`config.mk`:
```
export PLATFORM = sky130hd
export DESIGN_NAME = flag_alu
export DESIGN_NICKNAME = d
export VERILOG_FILES = /design/src/rtl/flag_alu_pkg.sv /design/src/rtl/fa_operand.sv /design/src/rtl/fa_arith.sv /design/src/rtl/fa_logic.sv /design/src/rtl/flag_alu.sv
export SDC_FILE = /design/constraint.sdc
export NUM_CORES = 1
export LEC_CHECK = 0
export BUFFER_PORTS_ARGS = -buffer_cell sky130_fd_sc_hd__buf_2
export CORE_UTILIZATION = 35
export DETAILED_ROUTE_END_ITERATION = 7
export PLACE_DENSITY = 0.49
export SKIP_LAST_GASP = 1
export SLEW_MARGIN = 20
export SYNTH_ARGS = -nofsm -noshare
export SYNTH_HDL_FRONTEND = slang
export SYNTH_HIERARCHICAL = 1
export SYNTH_SLANG_ARGS = --single-unit
```
`constraint.sdc`:
```
create_clock -name clk -period 5.53 [get_ports clk]
set_input_delay 0 -clock clk [delete_from_list [all_inputs] [get_ports clk]]
set_output_delay 0 -clock clk [all_outputs]
set_load 0.03 [all_outputs]
```
`src/rtl/flag_alu_pkg.sv`:
```
package flag_alu_pkg;

    typedef enum logic [3:0] {
        OP_ADD  = 4'd0,
        OP_SUB  = 4'd1,
        OP_RSUB = 4'd2,
        OP_CMP  = 4'd3,
        OP_SADD = 4'd4,
        OP_SSUB = 4'd5,
        OP_OR   = 4'd8,
        OP_AND  = 4'd9,
        OP_XOR  = 4'd10,
        OP_NOT  = 4'd11
    } alu_op_e;

    typedef enum logic [1:0] {
        SRC_REG     = 2'd0,
        SRC_SHORT   = 2'd1,
        SRC_LONG    = 2'd2,
        SRC_REG_ALT = 2'd3
    } src_mode_e;

    // Bit 0 is zero, bit 4 the sticky saturation flag.
    typedef struct packed {
        logic sat;
        logic ov;
        logic cy;
        logic s;
        logic z;
    } alu_flags_t;

    localparam int FLAG_W = $bits(alu_flags_t);

    function automatic logic op_is_arith(alu_op_e op);
        case (op)
            OP_ADD, OP_SUB, OP_RSUB, OP_CMP, OP_SADD, OP_SSUB: return 1'b1;
            default: return 1'b0;
        endcase
    endfunction

    function automatic logic op_is_logic(alu_op_e op);
        case (op)
            OP_OR, OP_AND, OP_XOR, OP_NOT: return 1'b1;
            default: return 1'b0;
        endcase
    endfunction

    function automatic logic op_is_sat(alu_op_e op);
        return (op == OP_SADD) || (op == OP_SSUB);
    endfunction

    function automatic logic op_is_sub(alu_op_e op);
        case (op)
            OP_SUB, OP_RSUB, OP_CMP, OP_SSUB: return 1'b1;
            default: return 1'b0;
        endcase
    endfunction

    function automatic logic op_writes(alu_op_e op);
        return (op_is_arith(op) && (op != OP_CMP)) || op_is_logic(op);
    endfunction

    // Which flag fields an operation is allowed to replace.
    function automatic alu_flags_t flag_update_mask(alu_op_e op);
        alu_flags_t m;
        m = '0;
        if (op_is_arith(op)) begin
            m.z   = 1'b1;
            m.s   = 1'b1;
            m.cy  = 1'b1;
            m.ov  = 1'b1;
            m.sat = op_is_sat(op);
        end else if (op_is_logic(op)) begin
            m.z  = 1'b1;
            m.s  = 1'b1;
            m.ov = 1'b1;
        end
        return m;
    endfunction

endpackage

```
`src/rtl/fa_operand.sv`:
```
module fa_operand
    import flag_alu_pkg::*;
#(
    parameter int DATA_W  = 32,
    parameter int IMM_W   = 16,
    parameter int SHORT_W = 5
) (
    input  logic [DATA_W-1:0] reg_val,
    input  logic [IMM_W-1:0]  imm_val,
    input  src_mode_e         mode,
    input  logic              zero_ext,
    output logic [DATA_W-1:0] src
);
    localparam int SHORT_PAD = DATA_W - SHORT_W;
    localparam int LONG_PAD  = DATA_W - IMM_W;

    logic [SHORT_W-1:0] short_f;
    logic               short_fill;
    logic               long_fill;
    logic [DATA_W-1:0]  short_ext;
    logic [DATA_W-1:0]  long_ext;

    assign short_f    = imm_val[SHORT_W-1:0];
    assign short_fill = short_f[SHORT_W-1] & ~zero_ext;
    assign long_fill  = imm_val[IMM_W-1] & ~zero_ext;
    assign short_ext  = {{SHORT_PAD{short_fill}}, short_f};
    assign long_ext   = {{LONG_PAD{long_fill}}, imm_val};

    always_comb begin
        case (mode)
            SRC_SHORT: src = short_ext;
            SRC_LONG:  src = long_ext;
            default:   src = reg_val;
        endcase
    end
endmodule

```
`src/rtl/fa_arith.sv`:
```
module fa_arith
    import flag_alu_pkg::*;
#(
    parameter int DATA_W = 32
) (
    input  alu_op_e           op,
    input  logic [DATA_W-1:0] src,
    input  logic [DATA_W-1:0] oth,
    output logic [DATA_W-1:0] res,
    output logic              f_z,
    output logic              f_s,
    output logic              f_cy,
    output logic              f_ov
);
    localparam int MSB = DATA_W - 1;
    localparam logic [DATA_W-1:0] MAX_POS = {1'b0, {(DATA_W-1){1'b1}}};
    localparam logic [DATA_W-1:0] MIN_NEG = {1'b1, {(DATA_W-1){1'b0}}};

    logic              sub;
    logic [DATA_W-1:0] lhs;
    logic [DATA_W-1:0] rhs;
    logic [DATA_W-1:0] rhs_eff;
    logic [DATA_W:0]   sum;
    logic [DATA_W-1:0] raw;

    // One adder serves every form: subtraction is lhs + ~rhs + 1.
    always_comb begin
        sub     = op_is_sub(op);
        lhs     = (op == OP_RSUB) ? src : oth;
        rhs     = (op == OP_RSUB) ? oth : src;
        rhs_eff = sub ? ~rhs : rhs;
        sum     = {1'b0, lhs} + {1'b0, rhs_eff} + {{DATA_W{1'b0}}, sub};
        raw     = sum[MSB:0];
        f_cy    = sub ? ~sum[DATA_W] : sum[DATA_W];
        f_ov    = (lhs[MSB] == rhs_eff[MSB]) && (raw[MSB] != lhs[MSB]);
        f_z     = (raw == '0);
        f_s     = raw[MSB];
        if (op_is_sat(op) && f_ov)
            res = raw[MSB] ? MAX_POS : MIN_NEG;
        else
            res = raw;
    end
endmodule

```
`src/rtl/fa_logic.sv`:
```
module fa_logic
    import flag_alu_pkg::*;
#(
    parameter int DATA_W = 32
) (
    input  alu_op_e           op,
    input  logic [DATA_W-1:0] src,
    input  logic [DATA_W-1:0] oth,
    input  logic              imm_src,
    output logic [DATA_W-1:0] res,
    output logic              f_z,
    output logic              f_s
);
    always_comb begin
        case (op)
            OP_OR:   res = oth | src;
            OP_AND:  res = oth & src;
            OP_XOR:  res = oth ^ src;
            OP_NOT:  res = ~src;
            default: res = '0;
        endcase
        f_z = (res == '0);
        f_s = res[DATA_W-1] & ~((op == OP_AND) && imm_src);
    end
endmodule

```
`src/rtl/flag_alu.sv`:
```
module flag_alu
    import flag_alu_pkg::*;
#(
    parameter int DATA_W  = 32,
    parameter int IMM_W   = 16,
    parameter int SHORT_W = 5
) (
    input  logic              clk,
    input  logic              rst,
    input  logic              op_valid,
    input  logic [3:0]        op_code,
    input  logic [DATA_W-1:0] opnd_a,
    input  logic [DATA_W-1:0] opnd_b,
    input  logic [IMM_W-1:0]  imm_val,
    input  logic [1:0]        imm_mode,
    input  logic              sat_clr,
    output logic [DATA_W-1:0] res_out,
    output logic              res_wr,
    output logic [4:0]        flags_out
);
    localparam logic [DATA_W-1:0] MAX_POS = {1'b0, {(DATA_W-1){1'b1}}};
    localparam logic [DATA_W-1:0] MIN_NEG = {1'b1, {(DATA_W-1){1'b0}}};

    alu_op_e           op;
    src_mode_e         mode;
    logic              is_logic;
    logic              imm_src;
    logic [DATA_W-1:0] src;

    logic [DATA_W-1:0] a_res;
    logic              a_z, a_s, a_cy, a_ov;
    logic [DATA_W-1:0] l_res;
    logic              l_z, l_s;

    alu_flags_t        flags_q;
    alu_flags_t        flags_new;
    alu_flags_t        upd_mask;
    alu_flags_t        flags_d;
    logic [FLAG_W-1:0] merged;
    logic [DATA_W-1:0] res_q;
    logic              wr_q;
    logic              do_write;

    assign op       = alu_op_e'(op_code);
    assign mode     = src_mode_e'(imm_mode);
    assign is_logic = op_is_logic(op);
    assign imm_src  = (mode == SRC_SHORT) || (mode == SRC_LONG);
    assign do_write = op_valid && op_writes(op);

    fa_operand #(
        .DATA_W (DATA_W),
        .IMM_W  (IMM_W),
        .SHORT_W(SHORT_W)
    ) u_operand (
        .reg_val (opnd_a),
        .imm_val (imm_val),
        .mode    (mode),
        .zero_ext(is_logic),
        .src     (src)
    );

    fa_arith #(.DATA_W(DATA_W)) u_arith (
        .op  (op),
        .src (src),
        .oth (opnd_b),
        .res (a_res),
        .f_z (a_z),
        .f_s (a_s),
        .f_cy(a_cy),
        .f_ov(a_ov)
    );

    fa_logic #(.DATA_W(DATA_W)) u_logic (
        .op     (op),
        .src    (src),
        .oth    (opnd_b),
        .imm_src(imm_src),
        .res    (l_res),
        .f_z    (l_z),
        .f_s    (l_s)
    );

    // Candidate flag values; the mask decides which of them land.
    always_comb begin
        flags_new = '0;
        if (is_logic) begin
            flags_new.z = l_z;
            flags_new.s = l_s;
        end else begin
            flags_new.z   = a_z;
            flags_new.s   = a_s;
            flags_new.cy  = a_cy;
            flags_new.ov  = a_ov;
            flags_new.sat = a_ov;
        end
        upd_mask = op_valid ? flag_update_mask(op) : '0;
        merged   = (flags_q & ~upd_mask) | (flags_new & upd_mask);
        flags_d  = alu_flags_t'(merged);
        // Sticky: a clear drops it, a fresh saturation raises it, set wins.
        flags_d.sat = (flags_q.sat & ~sat_clr) | (upd_mask.sat & a_ov);
    end

    always_ff @(posedge clk) begin
        if (rst) begin
            flags_q <= '0;
            res_q   <= '0;
            wr_q    <= 1'b0;
        end else begin
            flags_q <= flags_d;
            wr_q    <= do_write;
            if (do_write)
                res_q <= is_logic ? l_res : a_res;
        end
    end

    assign res_out   = res_q;
    assign res_wr    = wr_q;
    assign flags_out = flags_q;


    cmp_no_write_chk: assert property (@(posedge clk) disable iff (rst)
        (op_valid && op_code == OP_CMP) |=> (!res_wr && $stable(res_out)));


    sat_sticky_chk: assert property (@(posedge clk) disable iff (rst)
        $fell(flags_out[4]) |-> $past(sat_clr));


    sat_clamp_chk: assert property (@(posedge clk) disable iff (rst)
        (op_valid && op_is_sat(op) && a_ov) |=>
            ((res_out == MAX_POS || res_out == MIN_NEG) && flags_out[4]));


    logic_carry_chk: assert property (@(posedge clk) disable iff (rst)
        (op_valid && is_logic) |=> (flags_out[2] == $past(flags_out[2]) && !flags_out[3]));


    bad_op_chk: assert property (@(posedge clk) disable iff (rst)
        (op_valid && !op_writes(op) && !op_is_arith(op) && !sat_clr) |=>
            (!res_wr && $stable(flags_out) && $stable(res_out)));


    wr_pulse_chk: assert property (@(posedge clk) disable iff (rst)
        (!op_valid) |=> !res_wr);

endmodule

```
Yosys cells after proc, flatten, opt, wreduce, memory -nomap -nowiden
Index checks and enable logic that the tools add are counted.
{"block": "totals", "ram_bits": 0, "mem_bits_ro": 0, "latchBits": 0, "ff_bits": 38, "n_memories": 0}
{"block": "classes", "eq_ne": 14, "n_addsub": 2, "magnitude_cmp": 0, "reduce_logical": 14, "mul": 0, "div_mod_pow": 0, "n_bitwise": 19, "shifts": 0, "n_mux": 22}
{"cell": "$mux W32", "n": 6}
{"cell": "$pmux W32 S4", "n": 1}
{"cell": "$logic_not A32 Y1", "n": 2}
{"cell": "$not A32 Y32", "n": 2}
{"cell": "$pmux W32 S2", "n": 1}
{"cell": "$add A32 B32 Y33", "n": 1}
{"cell": "$add A33 B1 Y33", "n": 1}
{"cell": "$and A32 B32 Y32", "n": 1}
{"cell": "$or A32 B32 Y32", "n": 1}
{"cell": "$xor A32 B32 Y32", "n": 1}
{"cell": "$eq A4 B4 Y1 const B", "n": 4}
{"cell": "$mux W1", "n": 9}
{"cell": "$and A4 B4 Y4", "n": 2}
{"cell": "$eq A4 B2 Y1 const B", "n": 2}
{"cell": "$eq A4 B3 Y1 const B", "n": 2}
{"cell": "$mux W2", "n": 4}
{"cell": "$reduce_or A4 Y1", "n": 2}
{"cell": "$reduce_or A6 Y1", "n": 1}
{"cell": "$and A1 B1 Y1", "n": 5}
{"cell": "$logic_and A1 B1 Y1", "n": 5}
{"cell": "$mux W5", "n": 1}
{"cell": "$eq A4 B1 Y1 const B", "n": 1}
{"cell": "$logic_not A4 Y1", "n": 1}
{"cell": "$ne A4 B2 Y1 const B", "n": 1}
{"cell": "other kinds (9)", "n": 14}

Depth between registers and ports, before layout
{"block": "logic_depth", "word_depth": 16, "depth_mapped": 23}

Cells and area by module
Netlist, hierarchy kept.
{"mod": "fa_arith", "seq_area_each_um2": 0.0, "instances": 1, "cells_each": 445, "area_per_inst_um2": 3303.2}
{"mod": "fa_logic", "seq_area_each_um2": 0.0, "instances": 1, "cells_each": 340, "area_per_inst_um2": 2588.7}
{"mod": "flag_alu", "seq_area_each_um2": 760.7, "instances": 1, "cells_each": 182, "area_per_inst_um2": 2148.3}
{"mod": "fa_operand", "seq_area_each_um2": 0.0, "instances": 1, "cells_each": 97, "area_per_inst_um2": 551.8}

Worst setup path after synthesis
Ideal clock, no wire load.
{"block": "synth_timing", "path_kind": "input -> register", "from": "input op_code[0]", "to": "register (tool-made name)", "path_slack_ps": 1397, "t_required_ps": 5439, "cell_stages": 18, "setup_ps": 91, "arrival_time_ps": 4043, "path_cell_list": "nor4b_1 > clkbuf_1 > clkbuf_1 > mux2_2 > inv_1 > fa_1 > nand2b_1 > a21o_1 > and3_1 > o41ai_1 > xnor2_1 > and4b_1 > nand4_1 > nor4b_1 > nand4_1 > nor4_2 > mux2i_1 > a311oi_1"}
{"element": "from (decl)", "line": "flag_alu.sv:11", "rtl": "input logic [3:0] op_code,"}

==> impl_table.tex <==
\begin{tabular}{lr}
\hline
Metric & Value \\
\hline
\multicolumn{2}{l}{\textbf{Status}} \\
\quad Outcome & complete, no violations \\
\multicolumn{2}{l}{\textbf{Clocking}} \\
\quad Clock tree from TritonCTS & yes \\
\quad Worst skew pair latency & 290 ps \\
\quad Deepest level of the CTS H-tree & 2 \\
\quad Clk Tree Root Cell & clkbuf\_16 \\
\quad Worst-case clock buffer depth & 2 \\
\quad Buffers inserted during post-CTS setup optimization & 0 \\
\quad Number of sinks driven by the clock tree & 38 \\
\quad Clock edge transition at the registers on the reported setup and hold paths & 60 ps \\
\quad Number of buffers created by CTS & 5 \\
\multicolumn{2}{l}{\textbf{Pwr}} \\
\quad Internal cell power & 1110 uW \\
\quad Sw power & 1126 uW \\
\quad Worst voltage drop across the vdd grid & 0.0001026 V \\
\quad Combinational power share & 0.725 \\
\quad Power density normalized to cell area & 234.7 mW/mm\^{}2 \\
\quad Fraction of power spent switching nets & 0.5036 \\
\quad Power share of the sequential group & 0.144 \\
\quad Leakage dissipation & 0.004191 uW \\
\quad Clock share of power & 0.131 \\
\multicolumn{2}{l}{\textbf{Die}} \\
\quad Area of the core region & 0.02375 sq mm \\
\quad Initial Utilization & 0.3617 \\
\quad Width of the die & 158.7 um \\
\quad Number of rows in the core area & 56 \\
\quad Die height & 158.7 um \\
\quad Number of primary I/O pins & 128 \\
\quad Die footprint & 0.02518 sq mm \\
\multicolumn{2}{l}{\textbf{Finish}} \\
\quad ANT cells & 0 \\
\quad Fraction of layout cells with a size suffix above 1 & 0.2455 \\
\quad Signed area change from the synthesized netlist to the final layout & 10.89\% \\
\quad Final layout net count & 1344 \\
\quad Number of fillers in the final layout & 2527 \\
\multicolumn{2}{l}{\textbf{Route}} \\
\quad Post-detailed-route DRC marker count & 0 \\
\quad Violation count after the first detailed-routing iteration & 510 \\
\quad Routed wirelength normalized by instance count & 20.47 um \\
\quad Vias & 8202 \\
\quad Count of TritonRoute iterations in the first routing pass & 5 \\
\quad Ratio of routed vias to standard cells & 5.557 \\
\quad Antenna Violating Nets Remaining & 0 \\
\quad Total Routed Length & 30.21 mm \\
\multicolumn{2}{l}{\textbf{Worst setup path}} \\
\quad Kind of critical path & input port to flip-flop \\
\quad Depth of the worst register-to-register path & 2 \\
\quad Nature of the critical path startpoint & input port \\
\quad Standard cell with the maximum stage delay on the critical path & ha\_1 \\
\quad Largest fanout on the critical path & 17 \\
\quad Source of the critical timing path & imm\_mode[0] \\
\quad Required time at the endpoint of the critical path & 5720 ps \\
\quad Series of cell instances along the critical path & buf\_2 > inv\_1 > ha\_1 > o21ai\_0 > o21ai\_1 > mux2i\_1 > xor2\_1 > inv\_1 > fa\_1 > nand2b\_1 > a21o\_1 > and3\_1 > o41ai\_1 > xnor2\_1 > and4b\_1 > nand4\_1 > nor4b\_1 > nand4\_1 > nor4\_2 > mux2i\_1 > a311oi\_1 \\
\quad Launch instance of the worst register-to-register path & res\_out[18]\$\_SDFFE\_PP0P\_ \\
\quad Kind of capture point of the worst setup path & flip-flop \\
\quad Max incr delay on CP & 530 ps \\
\quad Crit path arrival time & 5000 ps \\
\quad Register-to-Register Setup Slack & 4730 ps \\
\quad R2R Path End & res\_out[18]\$\_SDFFE\_PP0P\_ \\
\multicolumn{2}{l}{\textbf{STA}} \\
\quad FMAX & 207.9 MHz \\
\quad Max-slew violation count & 0 \\
\quad Unrepaired setup endpoints after global routing & false \\
\quad Total count of hold-check failures in the final report & 0 \\
\quad Transition at the pin with the smallest max-transition slack & 1034 ps \\
\quad Setup TNS Final & 0 ps \\
\quad Final-report setup violation count & 0 \\
\quad Final period util & 0.8698 \\
\quad Clock Skews & 0 ps \\
\quad Final critical-path required period & 4810 ps \\
\quad Worst hold slack & 22.08 ps \\
\quad Relative slew slack & 0.3105 \\
\multicolumn{2}{l}{\textbf{Logic synthesis}} \\
\quad Leading register cell type out of synthesis & dfxtp\_1 \\
\quad Number of synthesized flops with an enable pin & 0 \\
\quad Async set-reset flop share out of synthesis & 0 \\
\quad Number of distinct library cells after synthesis & 87 \\
\quad Post-synthesis sequential element count & 38 \\
\quad Mapped Nets & 1252 \\
\quad Synthesis warning total & 6 \\
\quad Syn\_area\_per\_cell & 8.075 sq um \\
\quad Sequential element share of the synthesized area & 0.08854 \\
\quad Post-Synthesis Cell Area & 0.008592 sq mm \\
\quad Post-Syn Instances & 1064 \\
\multicolumn{2}{l}{\textbf{GRT}} \\
\quad Maximum number of pins on one net before global-route repair & 40 \\
\quad Total global-route track usage & 0.2427 \\
\quad Number of antenna violations at the first check in global routing & 0 \\
\quad Global route overflow & 0 \\
\quad Via count of the first global-routing pass & 7956 \\
\quad Global-route wire length before repair & 46.06 mm \\
\multicolumn{2}{l}{\textbf{Min path}} \\
\quad Beginning of the worst hold path & op\_valid \\
\quad Class of the tightest hold or removal check & input port to flip-flop \\
\multicolumn{2}{l}{\textbf{Placed design}} \\
\quad Global placer's final weighted congestion & 0.9009 \\
\quad Sum of net half-perimeters after detailed placement & 24.95 mm \\
\quad Count of input and output buffers & 127 \\
\multicolumn{2}{l}{\textbf{Run}} \\
\quad Maximum Capacitance Violations & 0 \\
\hline
\end{tabular}
[metrics by stage]
stage | power (uW) | std cells | worst slack, ps | util | area, sq um
detailed placement | 1934 | 1467 | 558.2 | 0.3945 | 9370
finish | 2236 | 1476 | 719.9 | 0.4011 | 9528
CTS | 2239 | 1476 | 838.1 | 0.4011 | 9528
global route | 2416 | 1476 | 324.6 | 0.4011 | 9528
floorplan | 1499 | 1064 | 1397 | - | 8592
global placement | 1941 | 1467 | 649.1 | 0.3945 | 9370
[power groups by stage]
stage | Clock (uW) | Combinational, uW | Sequential, uW
after global routing | 315 | 1780 | 324
final | 293 | 1620 | 321
after global placement | 0 | 1610 | 328
after floorplan | 0 | 1120 | 384
after CTS | 302 | 1620 | 322
after detailed placement | 0 | 1610 | 328
[synthesized netlist by cell type, types with 4 or more instances]
master / count / area, sq um
xor2_1: 42 / 367.9
a31oi_1: 9 / 56.30
clkbuf_1: 23 / 86.33
o22ai_1: 4 / 25.02
nor2b_1: 25 / 156.4
xnor2_1: 16 / 140.1
or4_1: 6 / 45.04
nand2_1: 60 / 225.2
a21boi_0: 4 / 30.03
nor2_1: 47 / 176.4
dfxtp_1: 38 / 760.7
inv_1: 111 / 416.7
mux4_2: 20 / 450.4
o211ai_1: 5 / 37.54
and2_1: 18 / 112.6
buf_4: 8 / 60.06
nand2b_1: 13 / 81.33
o21ai_0: 32 / 160.2
o21ai_2: 12 / 105.1
nand3b_1: 4 / 30.03
ha_1: 97 / 1214
nand3_1: 11 / 55.05
clkbuf_8: 4 / 55.05
o21a_1: 6 / 45.04
nor3_1: 11 / 55.05
buf_2: 16 / 80.08
a21o_1: 8 / 60.06
o31ai_1: 4 / 30.03
buf_6: 12 / 135.1
a211oi_2: 33 / 412.9
nand4_1: 22 / 137.6
nor4b_1: 5 / 43.79
a21oi_1: 78 / 390.4
a211oi_1: 47 / 352.8
o21ai_1: 32 / 160.2
a41oi_1: 4 / 35.03
mux2_2: 30 / 337.8
mux2i_1: 72 / 720.7
[layout make-up]
class                   count  area [sq um]  area share
multi-input cells         845          6942      0.7286
inverters                 112         425.4     0.04465
clock inverters             1         5.005   0.0005253
flip-flops and latches     38         760.7     0.07984
well taps                 319         399.1     0.04189
repair buffers            154         853.3     0.08956
clock buffers               7         142.6     0.01497
[routing by layer]
metal / routed length [um] / track usage
met1: 13630 / 0.3237
met2: 14310 / 0.4041
met3: 1225 / 0.02912
met4: 1043 / 0.07784
met5: 0 / 0
[how the worst min path moves through the flow]
stage / cells after the start / end / slack, ps
2_1_floorplan: 1 / flip-flop / 110
3_3_place_gp: 3 / flags_out[4]$_SDFF_PP0_ / 270
3_5_place_dp: 3 / flags_out[4]$_SDFF_PP0_ / 270
4_1_cts: 2 / flip-flop / 10
5_1_grt: 2 / flip-flop / 30
6_report: 2 / flip-flop / 20
[what timing repair did]
action / CTS / global route
hold endpoints to repair: 1 / 0
resized for setup: 0 / 0
hold buffers: 1 / 0
[layout by cell type (no fill, tap or decap), drive strengths merged, types with 26 or more instances in the layout]
cell type	n
xor2	42
buf	153
nand2	61
inv	112
nor2	48
o21ai	76
a21oi	78
nor2b	26
ha	97
mux2i	72
dfxtp	38
mux2	30
a211oi	80
[worst max-delay path, delay by kind of cell]
| family | cells | cell delay, ps |
|---|---|---|
| xor+xnor | 2 | 400 |
| mux | 2 | 280 |
| simple gates | 7 | 1660 |
| buf+inv | 3 | 260 |
| compound gates | 5 | 1480 |
| fa+ha+maj | 2 | 950 |
[kinds of logic after synthesis]
group           synth area share
simple gates              0.1535
flops                    0.08854
compound gates            0.2716
mux                       0.1756
fa+ha+maj                 0.1436
xor+xnor                 0.06102
buf+inv                   0.1062
No activity file was read; power rests on OpenSTA's default activity.
